--- src/rtl/tmc_pkg.sv ---
package tmc_pkg;
  typedef enum logic [2:0] {
    OP_NOP      = 3'd0,
    OP_LOAD     = 3'd1,
    OP_TLOAD    = 3'd2,
    OP_TLOADX   = 3'd3,
    OP_TSTORE   = 3'd4,
    OP_COMMIT   = 3'd5,
    OP_ABORT    = 3'd6,
    OP_VALIDATE = 3'd7
  } tmc_op_e;
endpackage

--- src/rtl/tmc_snoop_check.sv ---
module tmc_snoop_check #(
  parameter int LINES = 4,
  parameter int IDX_W = 2,
  parameter int TAG_W = 6
) (
  input  logic                        snp_valid,
  input  logic                        snp_write,
  input  logic [IDX_W-1:0]            snp_idx,
  input  logic [TAG_W-1:0]            snp_tag,
  input  logic [LINES-1:0]            valid_vec,
  input  logic [LINES-1:0]            rd_mark,
  input  logic [LINES-1:0]            wr_mark,
  input  logic [LINES-1:0][TAG_W-1:0] tag_vec,
  output logic                        conflict
);
  logic match;
  assign match = snp_valid && valid_vec[snp_idx] && (tag_vec[snp_idx] == snp_tag);
  // a remote write collides with either set, a remote read only with the write set
  assign conflict = match && (snp_write ? (rd_mark[snp_idx] | wr_mark[snp_idx])
                                        : wr_mark[snp_idx]);
endmodule

--- src/rtl/tmc_set_finish.sv ---
module tmc_set_finish #(
  parameter int LINES = 4
) (
  input  logic             publish,
  input  logic             discard,
  input  logic [LINES-1:0] valid_in,
  input  logic [LINES-1:0] modf_in,
  input  logic [LINES-1:0] rd_in,
  input  logic [LINES-1:0] wr_in,
  output logic [LINES-1:0] valid_out,
  output logic [LINES-1:0] modf_out,
  output logic [LINES-1:0] rd_out,
  output logic [LINES-1:0] wr_out
);
  for (genvar g = 0; g < LINES; g++) begin : g_line
    always_comb begin
      valid_out[g] = valid_in[g];
      modf_out[g]  = modf_in[g];
      rd_out[g]    = rd_in[g];
      wr_out[g]    = wr_in[g];
      if (publish) begin
        modf_out[g] = modf_in[g] | wr_in[g];
        rd_out[g]   = 1'b0;
        wr_out[g]   = 1'b0;
      end else if (discard) begin
        valid_out[g] = valid_in[g] & ~wr_in[g];
        rd_out[g]    = 1'b0;
        wr_out[g]    = 1'b0;
      end
    end
  end
endmodule

--- src/rtl/tmc_cache.sv ---
module tmc_cache #(
  parameter int ADDR_W = 8,
  parameter int DATA_W = 8,
  parameter int LINES  = 4
) (
  input  logic              clk,
  input  logic              rst_n,
  input  logic              req_valid,
  input  logic [2:0]        req_op,
  input  logic [ADDR_W-1:0] req_addr,
  input  logic [DATA_W-1:0] req_wdata,
  output logic              rsp_valid,
  output logic              rsp_ok,
  output logic [DATA_W-1:0] rsp_data,
  input  logic              snp_valid,
  input  logic              snp_write,
  input  logic [ADDR_W-1:0] snp_addr,
  output logic [ADDR_W-1:0] mem_rd_addr,
  input  logic [DATA_W-1:0] mem_rd_data,
  output logic              mem_we,
  output logic [ADDR_W-1:0] mem_wr_addr,
  output logic [DATA_W-1:0] mem_wr_data
);
  import tmc_pkg::*;

  localparam int IDX_W = (LINES > 1) ? $clog2(LINES) : 1;
  localparam int TAG_W = ADDR_W - IDX_W;

  function automatic logic [IDX_W-1:0] addr_idx(input logic [ADDR_W-1:0] a);
    return a[IDX_W-1:0];
  endfunction

  function automatic logic [TAG_W-1:0] addr_tag(input logic [ADDR_W-1:0] a);
    return a[ADDR_W-1:IDX_W];
  endfunction

  function automatic logic [ADDR_W-1:0] join_addr(input logic [TAG_W-1:0] t,
                                                  input logic [IDX_W-1:0] i);
    return {t, i};
  endfunction

  logic [LINES-1:0]             valid_q, modf_q, txr_q, txd_q;
  logic [LINES-1:0][TAG_W-1:0]  tag_q;
  logic [LINES-1:0][DATA_W-1:0] data_q;
  logic                         doomed_q;

  tmc_op_e           op;
  logic [IDX_W-1:0]  ridx;
  logic [TAG_W-1:0]  rtag;
  logic              is_acc, is_load, is_tx, hit, miss;
  logic              cap_evict, victim_wb, pre_wb, snp_conflict, doom_n;
  logic              commit_ok, set_discard, tx_end;
  logic [DATA_W-1:0] fill_data;
  logic [LINES-1:0]  fin_valid, fin_modf, fin_rd, fin_wr;

  assign op      = tmc_op_e'(req_op);
  assign ridx    = addr_idx(req_addr);
  assign rtag    = addr_tag(req_addr);
  assign is_load = req_valid && (op == OP_LOAD || op == OP_TLOAD || op == OP_TLOADX);
  assign is_acc  = is_load || (req_valid && op == OP_TSTORE);
  assign is_tx   = op == OP_TLOAD || op == OP_TLOADX || op == OP_TSTORE;
  assign hit     = valid_q[ridx] && (tag_q[ridx] == rtag);
  assign miss    = is_acc && !hit;

  // losing a marked line loses track of the set
  assign cap_evict = miss && valid_q[ridx] && (txr_q[ridx] || txd_q[ridx]);
  assign victim_wb = miss && valid_q[ridx] && modf_q[ridx];
  // committed value goes out before the line turns speculative
  assign pre_wb    = req_valid && (op == OP_TSTORE || op == OP_TLOADX) && hit && modf_q[ridx];

  assign mem_rd_addr = req_addr;
  assign mem_we      = victim_wb || pre_wb;
  assign mem_wr_addr = victim_wb ? join_addr(tag_q[ridx], ridx) : req_addr;
  assign mem_wr_data = data_q[ridx];
  assign fill_data   = hit ? data_q[ridx] : mem_rd_data;

  tmc_snoop_check #(.LINES(LINES), .IDX_W(IDX_W), .TAG_W(TAG_W)) u_snoop (
    .snp_valid (snp_valid),
    .snp_write (snp_write),
    .snp_idx   (addr_idx(snp_addr)),
    .snp_tag   (addr_tag(snp_addr)),
    .valid_vec (valid_q),
    .rd_mark   (txr_q),
    .wr_mark   (txd_q),
    .tag_vec   (tag_q),
    .conflict  (snp_conflict)
  );

  assign doom_n      = doomed_q || snp_conflict || cap_evict;
  assign commit_ok   = req_valid && op == OP_COMMIT && !doom_n;
  assign set_discard = req_valid && (op == OP_ABORT ||
                       ((op == OP_COMMIT || op == OP_VALIDATE) && doom_n));
  assign tx_end      = req_valid && (op == OP_COMMIT || op == OP_ABORT);

  tmc_set_finish #(.LINES(LINES)) u_finish (
    .publish   (commit_ok),
    .discard   (set_discard),
    .valid_in  (valid_q),
    .modf_in   (modf_q),
    .rd_in     (txr_q),
    .wr_in     (txd_q),
    .valid_out (fin_valid),
    .modf_out  (fin_modf),
    .rd_out    (fin_rd),
    .wr_out    (fin_wr)
  );

  always_ff @(posedge clk) begin
    if (!rst_n) begin
      valid_q   <= '0;
      modf_q    <= '0;
      txr_q     <= '0;
      txd_q     <= '0;
      tag_q     <= '0;
      data_q    <= '0;
      doomed_q  <= 1'b0;
      rsp_valid <= 1'b0;
      rsp_ok    <= 1'b0;
      rsp_data  <= '0;
    end else begin
      rsp_valid <= req_valid && op != OP_NOP;
      rsp_data  <= is_load ? fill_data : '0;
      rsp_ok    <= (op == OP_LOAD || op == OP_ABORT) ? 1'b1 : !doom_n;
      doomed_q  <= tx_end ? 1'b0 : doom_n;
      valid_q   <= fin_valid;
      modf_q    <= fin_modf;
      txr_q     <= fin_rd;
      txd_q     <= fin_wr;
      if (is_acc) begin
        valid_q[ridx] <= 1'b1;
        tag_q[ridx]   <= rtag;
        data_q[ridx]  <= fill_data;
        if (miss) begin
          modf_q[ridx] <= 1'b0;
          txr_q[ridx]  <= 1'b0;
          txd_q[ridx]  <= 1'b0;
        end
        if (is_tx) begin
          if (op != OP_TSTORE) txr_q[ridx] <= 1'b1;
          if (op != OP_TLOAD) begin
            txd_q[ridx]  <= 1'b1;
            modf_q[ridx] <= 1'b0;
          end
          if (op == OP_TSTORE) data_q[ridx] <= req_wdata;
        end
      end
    end
  end
endmodule

--- config.mk ---
export PLATFORM = sky130hd
export DESIGN_NAME = tmc_cache
export DESIGN_NICKNAME = d
export VERILOG_FILES = /design/src/rtl/tmc_pkg.sv /design/src/rtl/tmc_snoop_check.sv /design/src/rtl/tmc_set_finish.sv /design/src/rtl/tmc_cache.sv
export SDC_FILE = /design/constraint.sdc
export NUM_CORES = 1
export LEC_CHECK = 0
export BUFFER_PORTS_ARGS = -buffer_cell sky130_fd_sc_hd__buf_2
export CAP_MARGIN = 20
export CORE_ASPECT_RATIO = 0.9
export CORE_MARGIN = 4
export CORE_UTILIZATION = 60
export CTS_BUF_LIST = sky130_fd_sc_hd__clkbuf_4 sky130_fd_sc_hd__clkbuf_8 sky130_fd_sc_hd__clkbuf_16
export DETAILED_ROUTE_END_ITERATION = 16
export PLACE_DENSITY = 0.89
export SLEW_MARGIN = 0
export SYNTH_ARGS = -nofsm -noshare
export SYNTH_HDL_FRONTEND = slang
export SYNTH_SLANG_ARGS = --single-unit
--- constraint.sdc ---
create_clock -name clk -period 5.1 [get_ports clk]
set_input_delay 0.255 -clock clk [delete_from_list [all_inputs] [get_ports clk]]
set_output_delay 0.255 -clock clk [all_outputs]
set_load 0.01 [all_outputs]
Word-level counts from Yosys, hierarchy flattened
Cells that the tools add are included.
{"block": "word_totals", "memories": 0, "mem_bits_rw": 0, "in_bits": 40, "romBits": 0, "out_inout_bits": 35, "latchBits": 0, "ff_bits": 83}
{"block": "op_classes", "n_bitwise": 22, "n_lt_le_gt_ge": 3, "multipliers": 0, "n_mux": 82, "n_div": 0, "shifts": 0, "n_eq_ne": 11, "n_reduce_logical": 39, "add_sub_neg": 0}
{"cell": "4-bit two-way mux", "count": 19}
{"cell": "32-bit bitwise mux", "count": 2}
{"cell": "32-bit two-way mux", "count": 2}
{"cell": "1-bit two-way mux", "count": 38}
{"cell": "8-bit two-way mux", "count": 4}
{"cell": "6-bit binary-select mux with 2-bit select", "count": 2}
{"cell": "24-bit bitwise mux", "count": 1}
{"cell": "1-bit logical AND", "count": 20}
{"cell": "6-bit two-way mux", "count": 3}
{"cell": "4-bit bitwise AND", "count": 4}
{"cell": "8-bit binary-select mux with 2-bit select", "count": 1}
{"cell": "8-bit demux with 2-bit select", "count": 1}
{"cell": "1-bit binary-select mux with 2-bit select", "count": 7}
{"cell": "1-bit logical OR", "count": 14}
{"cell": "6-bit demux with 2-bit select", "count": 1}
{"cell": "3-bit equality test, second input constant", "count": 4}
{"cell": "6-bit equality test", "count": 2}
{"cell": "4-bit bitwise OR", "count": 3}
{"cell": "3-bit by 2-bit equality test with 1-bit output, second input constant", "count": 2}
{"cell": "2-bit by 3-bit less-than comparator with 1-bit output, second input constant", "count": 2}
{"cell": "1-bit inverter", "count": 5}
{"cell": "1-bit bitwise OR", "count": 5}
{"cell": "1-bit bitwise AND", "count": 4}
{"cell": "4-bit inverter", "count": 1}
{"cell": "9 further kinds", "count": 10}

Longest topological paths before layout
{"block": "logic_depth", "ltp_word": 22, "ltp_mapped": 10, "depth_no_buf": 7}

Cells and area by module
Synthesis repeated with hierarchy kept, for this count alone.
{"block": "unflattened", "hier_cells": 704, "area_unflattened_um2": 5784.3}
{"module": "tmc_cache", "cells_per_inst": 654, "area_each_um2": 5330.1, "instances": 1}
{"module": "tmc_snoop_check", "cells_per_inst": 32, "area_each_um2": 331.6, "instances": 1}
{"module": "tmc_set_finish", "cells_per_inst": 18, "area_each_um2": 122.6, "instances": 1}

Least setup slack after synthesis
OpenSTA, ideal clock, no wires.
{"block": "synth_path", "path_type": "input -> output", "from": "input req_addr[1]", "to": "output mem_we", "path_slack_ns": 2.407, "t_arrival_ns": 2.438, "cell_stages": 7, "required_ns": 4.845, "path_cell_list": "clkbuf_1 mux4_2 xnor2_1 nand2_1 or4_4 clkbuf_1 o311ai_0"}
{"block": "synth_via", "elab_chain_cells": 9, "elab_cells_between_ends": 15, "cone_classes": "eq/ne: 1; mux: 6; reduce/logical: 8"}
{"element": "start: declaration", "line_no": "tmc_cache.sv:10", "rtl": "input logic [ADDR_W-1:0] req_addr,"}
{"element": "6-bit binary-select mux with 2-bit select", "line_no": "tmc_cache.sv:62", "rtl": "assign hit = valid_q[ridx] && (tag_q[ridx] == rtag);"}
{"element": "6-bit two-way mux (not written as such)", "line_no": "tmc_cache.sv:62"}
{"element": "6-bit equality test", "line_no": "tmc_cache.sv:62"}
{"element": "1-bit logical AND", "line_no": "tmc_cache.sv:62"}
{"element": "1-bit zero test", "line_no": "tmc_cache.sv:63", "rtl": "assign miss = is_acc && !hit;"}
{"element": "1-bit logical AND", "line_no": "tmc_cache.sv:63"}
{"element": "1-bit logical AND (2 in a row)", "line_no": "tmc_cache.sv:67", "rtl": "assign victim_wb = miss && valid_q[ridx] && modf_q[ridx];"}
{"element": "1-bit logical OR (*)", "line_no": "tmc_cache.sv:72", "rtl": "assign mem_we = victim_wb || pre_wb;"}
{"element": "end: declaration", "line_no": "tmc_cache.sv:20", "rtl": "output logic mem_we,"}
Mark *: on every way between the ends. The rest lies on a longest branch, timed or not. The select of a mux whose other input is x is not followed.

Final worst setup path
{"block": "layout_path", "from": "input req_addr[0]", "to": "output mem_wr_addr[2]"}
{"block": "layout_via", "elab_chain_cells": 9, "elab_cells_between_ends": 13, "cone_classes": "eq/ne: 1; mux: 7; reduce/logical: 5"}
{"element": "6-bit binary-select mux with 2-bit select", "line_no": "tmc_cache.sv:62, tmc_cache.sv:73"}
{"element": "6-bit two-way mux (not written as such)", "line_no": "tmc_cache.sv:62, tmc_cache.sv:73"}
{"element": "6-bit equality test", "line_no": "tmc_cache.sv:62"}
{"element": "1-bit logical AND", "line_no": "tmc_cache.sv:62"}
{"element": "1-bit zero test", "line_no": "tmc_cache.sv:63"}
{"element": "1-bit logical AND", "line_no": "tmc_cache.sv:63"}
{"element": "1-bit logical AND (2 in a row)", "line_no": "tmc_cache.sv:67"}
{"element": "8-bit two-way mux (*)", "line_no": "tmc_cache.sv:73", "rtl": "assign mem_wr_addr = victim_wb ? join_addr(tag_q[ridx], ridx) : req_addr;"}
{"element": "end: declaration", "line_no": "tmc_cache.sv:21", "rtl": "output logic [ADDR_W-1:0] mem_wr_addr,"}
Marked as above.

==> results.py <==
metrics = {
    "run_status": {
        "status": "complete, no violations",
    },
    "routing": {
        "vias": 4267,
        "dr.pass1.iters": 6,
        "routedWlPerCell_um": 19.2,
        "drcViolationCount": 0,
        "drtIter0Drc": 541,
        "routed_via_density": 6.54,
        "routed_wl_um": 12500,
        "ant_nets": 0,
    },
    "floorplan": {
        "io_pins": 75,
        "fp.dieW_um": 97.9,
        "die_h_um": 88.9,
        "row_count": 29,
        "die-area_um2": 8700,
        "core-area_um2": 7080,
        "initial_core_util_pct": 61.6,
    },
    "clock_tree": {
        "cts_hold_buf": 0,
        "cts.sinks": 83,
        "cts.clk_slew.worst_paths_ns": 0.07,
        "numCtsBuffers": 9,
        "ctsResizeCount": 0,
        "insertion_delay_ns": 0.36,
        "post-cts-setup-buffer-count": 0,
        "cts_tree": "yes",
        "cts_max_level": 3,
        "cts_buffer_depth": 2,
        "root_buffer": "clkbuf_8",
    },
    "synth": {
        "yosysTopAreaCellShare_pct": 38.1,
        "synth-simple-area-share_pct": 19.4,
        "synthesis.area_um2": 4360,
        "synthTopCellsByArea": "dfxtp_1 (38%), mux4_2 (9.8%), nand2_1 (8.0%)",
        "synth_top_family_by_area": "simple AND/OR/NAND/NOR gates",
        "synth_commonest_cells": "nand2_1 (93), dfxtp_1 (83), nor2_1 (57)",
        "synth_most_common_cell": "nand2_1",
        "synthDistinctLibCells": 46,
        "synth_compound_area_share_pct": 19.3,
        "yosysTopAreaCell": "dfxtp_1",
        "synth_adder_area_share_pct": 0,
        "synth_nets": 554,
        "synth-edff-count": 0,
        "synth_ff_type": "dfxtp_1",
        "avgSynthCellArea_um2": 8.48,
        "syn_inst": 514,
        "synth_xor_area_share_pct": 3.41,
        "ys_ff_latch": 83,
        "async_reset_ff_share_pct": 0,
        "yosysSeqAreaShare_pct": 38.1,
        "synthMuxAreaShare_pct": 14.3,
        "yosysWarnings": 0,
    },
    "pwr": {
        "p_leak_nw": 1.80,
        "power_frac_comb_pct": 13.0,
        "power_frac_seq_pct": 49.4,
        "internal-power_mw": 1.01,
        "power.switching_mw": 0.358,
        "power_density_nw_per_um2": 281,
        "switching_share_pct": 26.2,
        "ir_drop_mv": 0.186,
        "p_clk_share_pct": 37.6,
    },
    "timing": {
        "final_hold_viol_count": 0,
        "skew_ns": 0.00783,
        "period_needed_ns": 3.39,
        "rsz0062_at_grt": "false",
        "finalSetupViolCount": 0,
        "setup_ws_ns": 1.71,
        "fin_crit_sh_pct": 66.4,
        "maxSlewHeadroom_pct": 24.7,
        "fmax_ghz": 0.295,
        "tns_ns": 0,
        "tightest_slew_ns": 1.13,
        "slew_viol_final": 0,
    },
    "final_layout": {
        "fin_nets": 595,
        "area_growth_pct": 11.4,
        "drive_above_1_share_pct": 22.5,
        "diodes": 0,
        "multi_input_area_um2": 2470,
        "final_area_um2": 4860,
        "seqCellArea_um2": 1660,
        "num-fill-cells": 551,
    },
    "placed_design": {
        "gp_congestion": 0.922,
        "hpwl_um": 8150,
        "dpl_cell_area_um2": 4650,
        "place_ws_ns": 1.72,
        "portBuffers": 74,
    },
    "worst_hold_path": {
        "holdCritPathClass": "in -> reg",
    },
    "global_routing": {
        "grt_pass1_vias": 4046,
        "grt_max_degree": 46,
        "grt_pass1_wl_um": 19700,
        "grt_usage_pct": 28.6,
        "antenna_found_initial": 0,
        "grt-ovfl-total": 0,
    },
    "setup_path": {
        "path_class": "in -> out",
        "end_kind": "output pin",
        "path_max_fanout": 29,
        "cp.arrival_ns": 3.13,
        "cp.required_ns": 4.85,
        "rrSetupSlack_ns": 2.29,
        "start_kind": "input pin",
    },
    "flow_run": {
        "maxCapViolCount": 0,
    },
}
## power by group through the flow
stage                     combinational, mW  clock [mW]  sequential (mW)
final                                 0.177       0.514            0.674
after global placement                0.167           0            0.687
after CTS                             0.174       0.513            0.673
after global routing                  0.191       0.541            0.676
after detailed placement              0.172           0            0.688
after floorplan                       0.120           0            0.686
## metrics by stage
step	hold WS, ns	power, mW	utilization, %	cells
CTS	0.186	1.36	68.7	652
floorplan	0.391	0.806	-	514
detailed placement	0.446	0.860	65.7	637
global route	0.193	1.41	68.7	652
global placement	0.437	0.855	65.7	637
finish	0.193	1.37	68.7	652
## cell families (layout without fill, tap and decap cells)
family | after synthesis | after routing
AND/OR/NAND/NOR | 197 | 197
AO/OA/AOI/OAI | 129 | 129
flip-flops | 83 | 83
buffers and inverters | 50 | 95
multiplexers | 38 | 38
XOR/XNOR | 17 | 17
## state kept, by name, summed over array words and instances, names as in the netlist
signal,cells
data_q,32
tag_q,24
rsp_data,8
modf_q,4
txd_q,4
txr_q,4
valid_q,4
doomed_q,1
rsp_ok,1
rsp_valid,1
## placed cells by master, fill, tap and decap left out, types with 5 or more instances in the layout
cell type	count
and3_1	6
a21oi_1	54
nor2_1	57
nor3_1	6
buf_2	74
nor2b_1	6
xnor2_1	11
o21ai_0	17
nand3_1	9
dfxtp_1	83
nand2_1	93
a32o_1	9
o22ai_1	19
a31oi_1	7
mux2_2	6
nand2b_1	5
xor2_1	6
clkbuf_8	9
mux2i_1	13
mux4_2	19
## critical path, cell delays in order
cell	delay, ns
buf_2	0.58
mux4_2	0.62
xor2_1	0.26
nor4_2	0.09
buf_4	0.22
nor2_1	0.55
mux2_2	0.42
buf_2	0.14
## worst paths after layout
kind | startpoint | depth (start not counted) | endpoint
worst max-delay path | req_addr[0] | 8 | mem_wr_addr[2]
worst min-delay path | mem_rd_data[4] | 3 | rsp_data[4]$_SDFF_PN0_
worst min register to register | data_q[1]$_SDFFE_PN0N_ | 2 | data_q[1]$_SDFFE_PN0N_
worst max register to register | tag_q[19]$_SDFFE_PN0P_ | 7 | txd_q[2]$_SDFF_PN0_
## per-layer routing
layer | up-vias | routed length, µm | track usage, %
met5 | - | 0 | 0
met4 | 0 | 273 | 11.1
met3 | 39 | 1470 | 7.72
met2 | 330 | 5930 | 47.2
met1 | 1974 | 4840 | 36.2
li1 | 1924 | - | -
## cell type report
| type | instances | share of cell area (%) |
|---|---|---|
| inverters | 3 | 0.232 |
| repair buffers | 77 | 8.09 |
| clock buffers | 10 | 2.70 |
| clock inverters | 5 | 1.62 |
| flip-flops and latches | 83 | 34.2 |
| well taps | 93 | 2.40 |
| multi-input cells | 381 | 50.8 |
No activity file was read; power rests on OpenSTA's default activity.
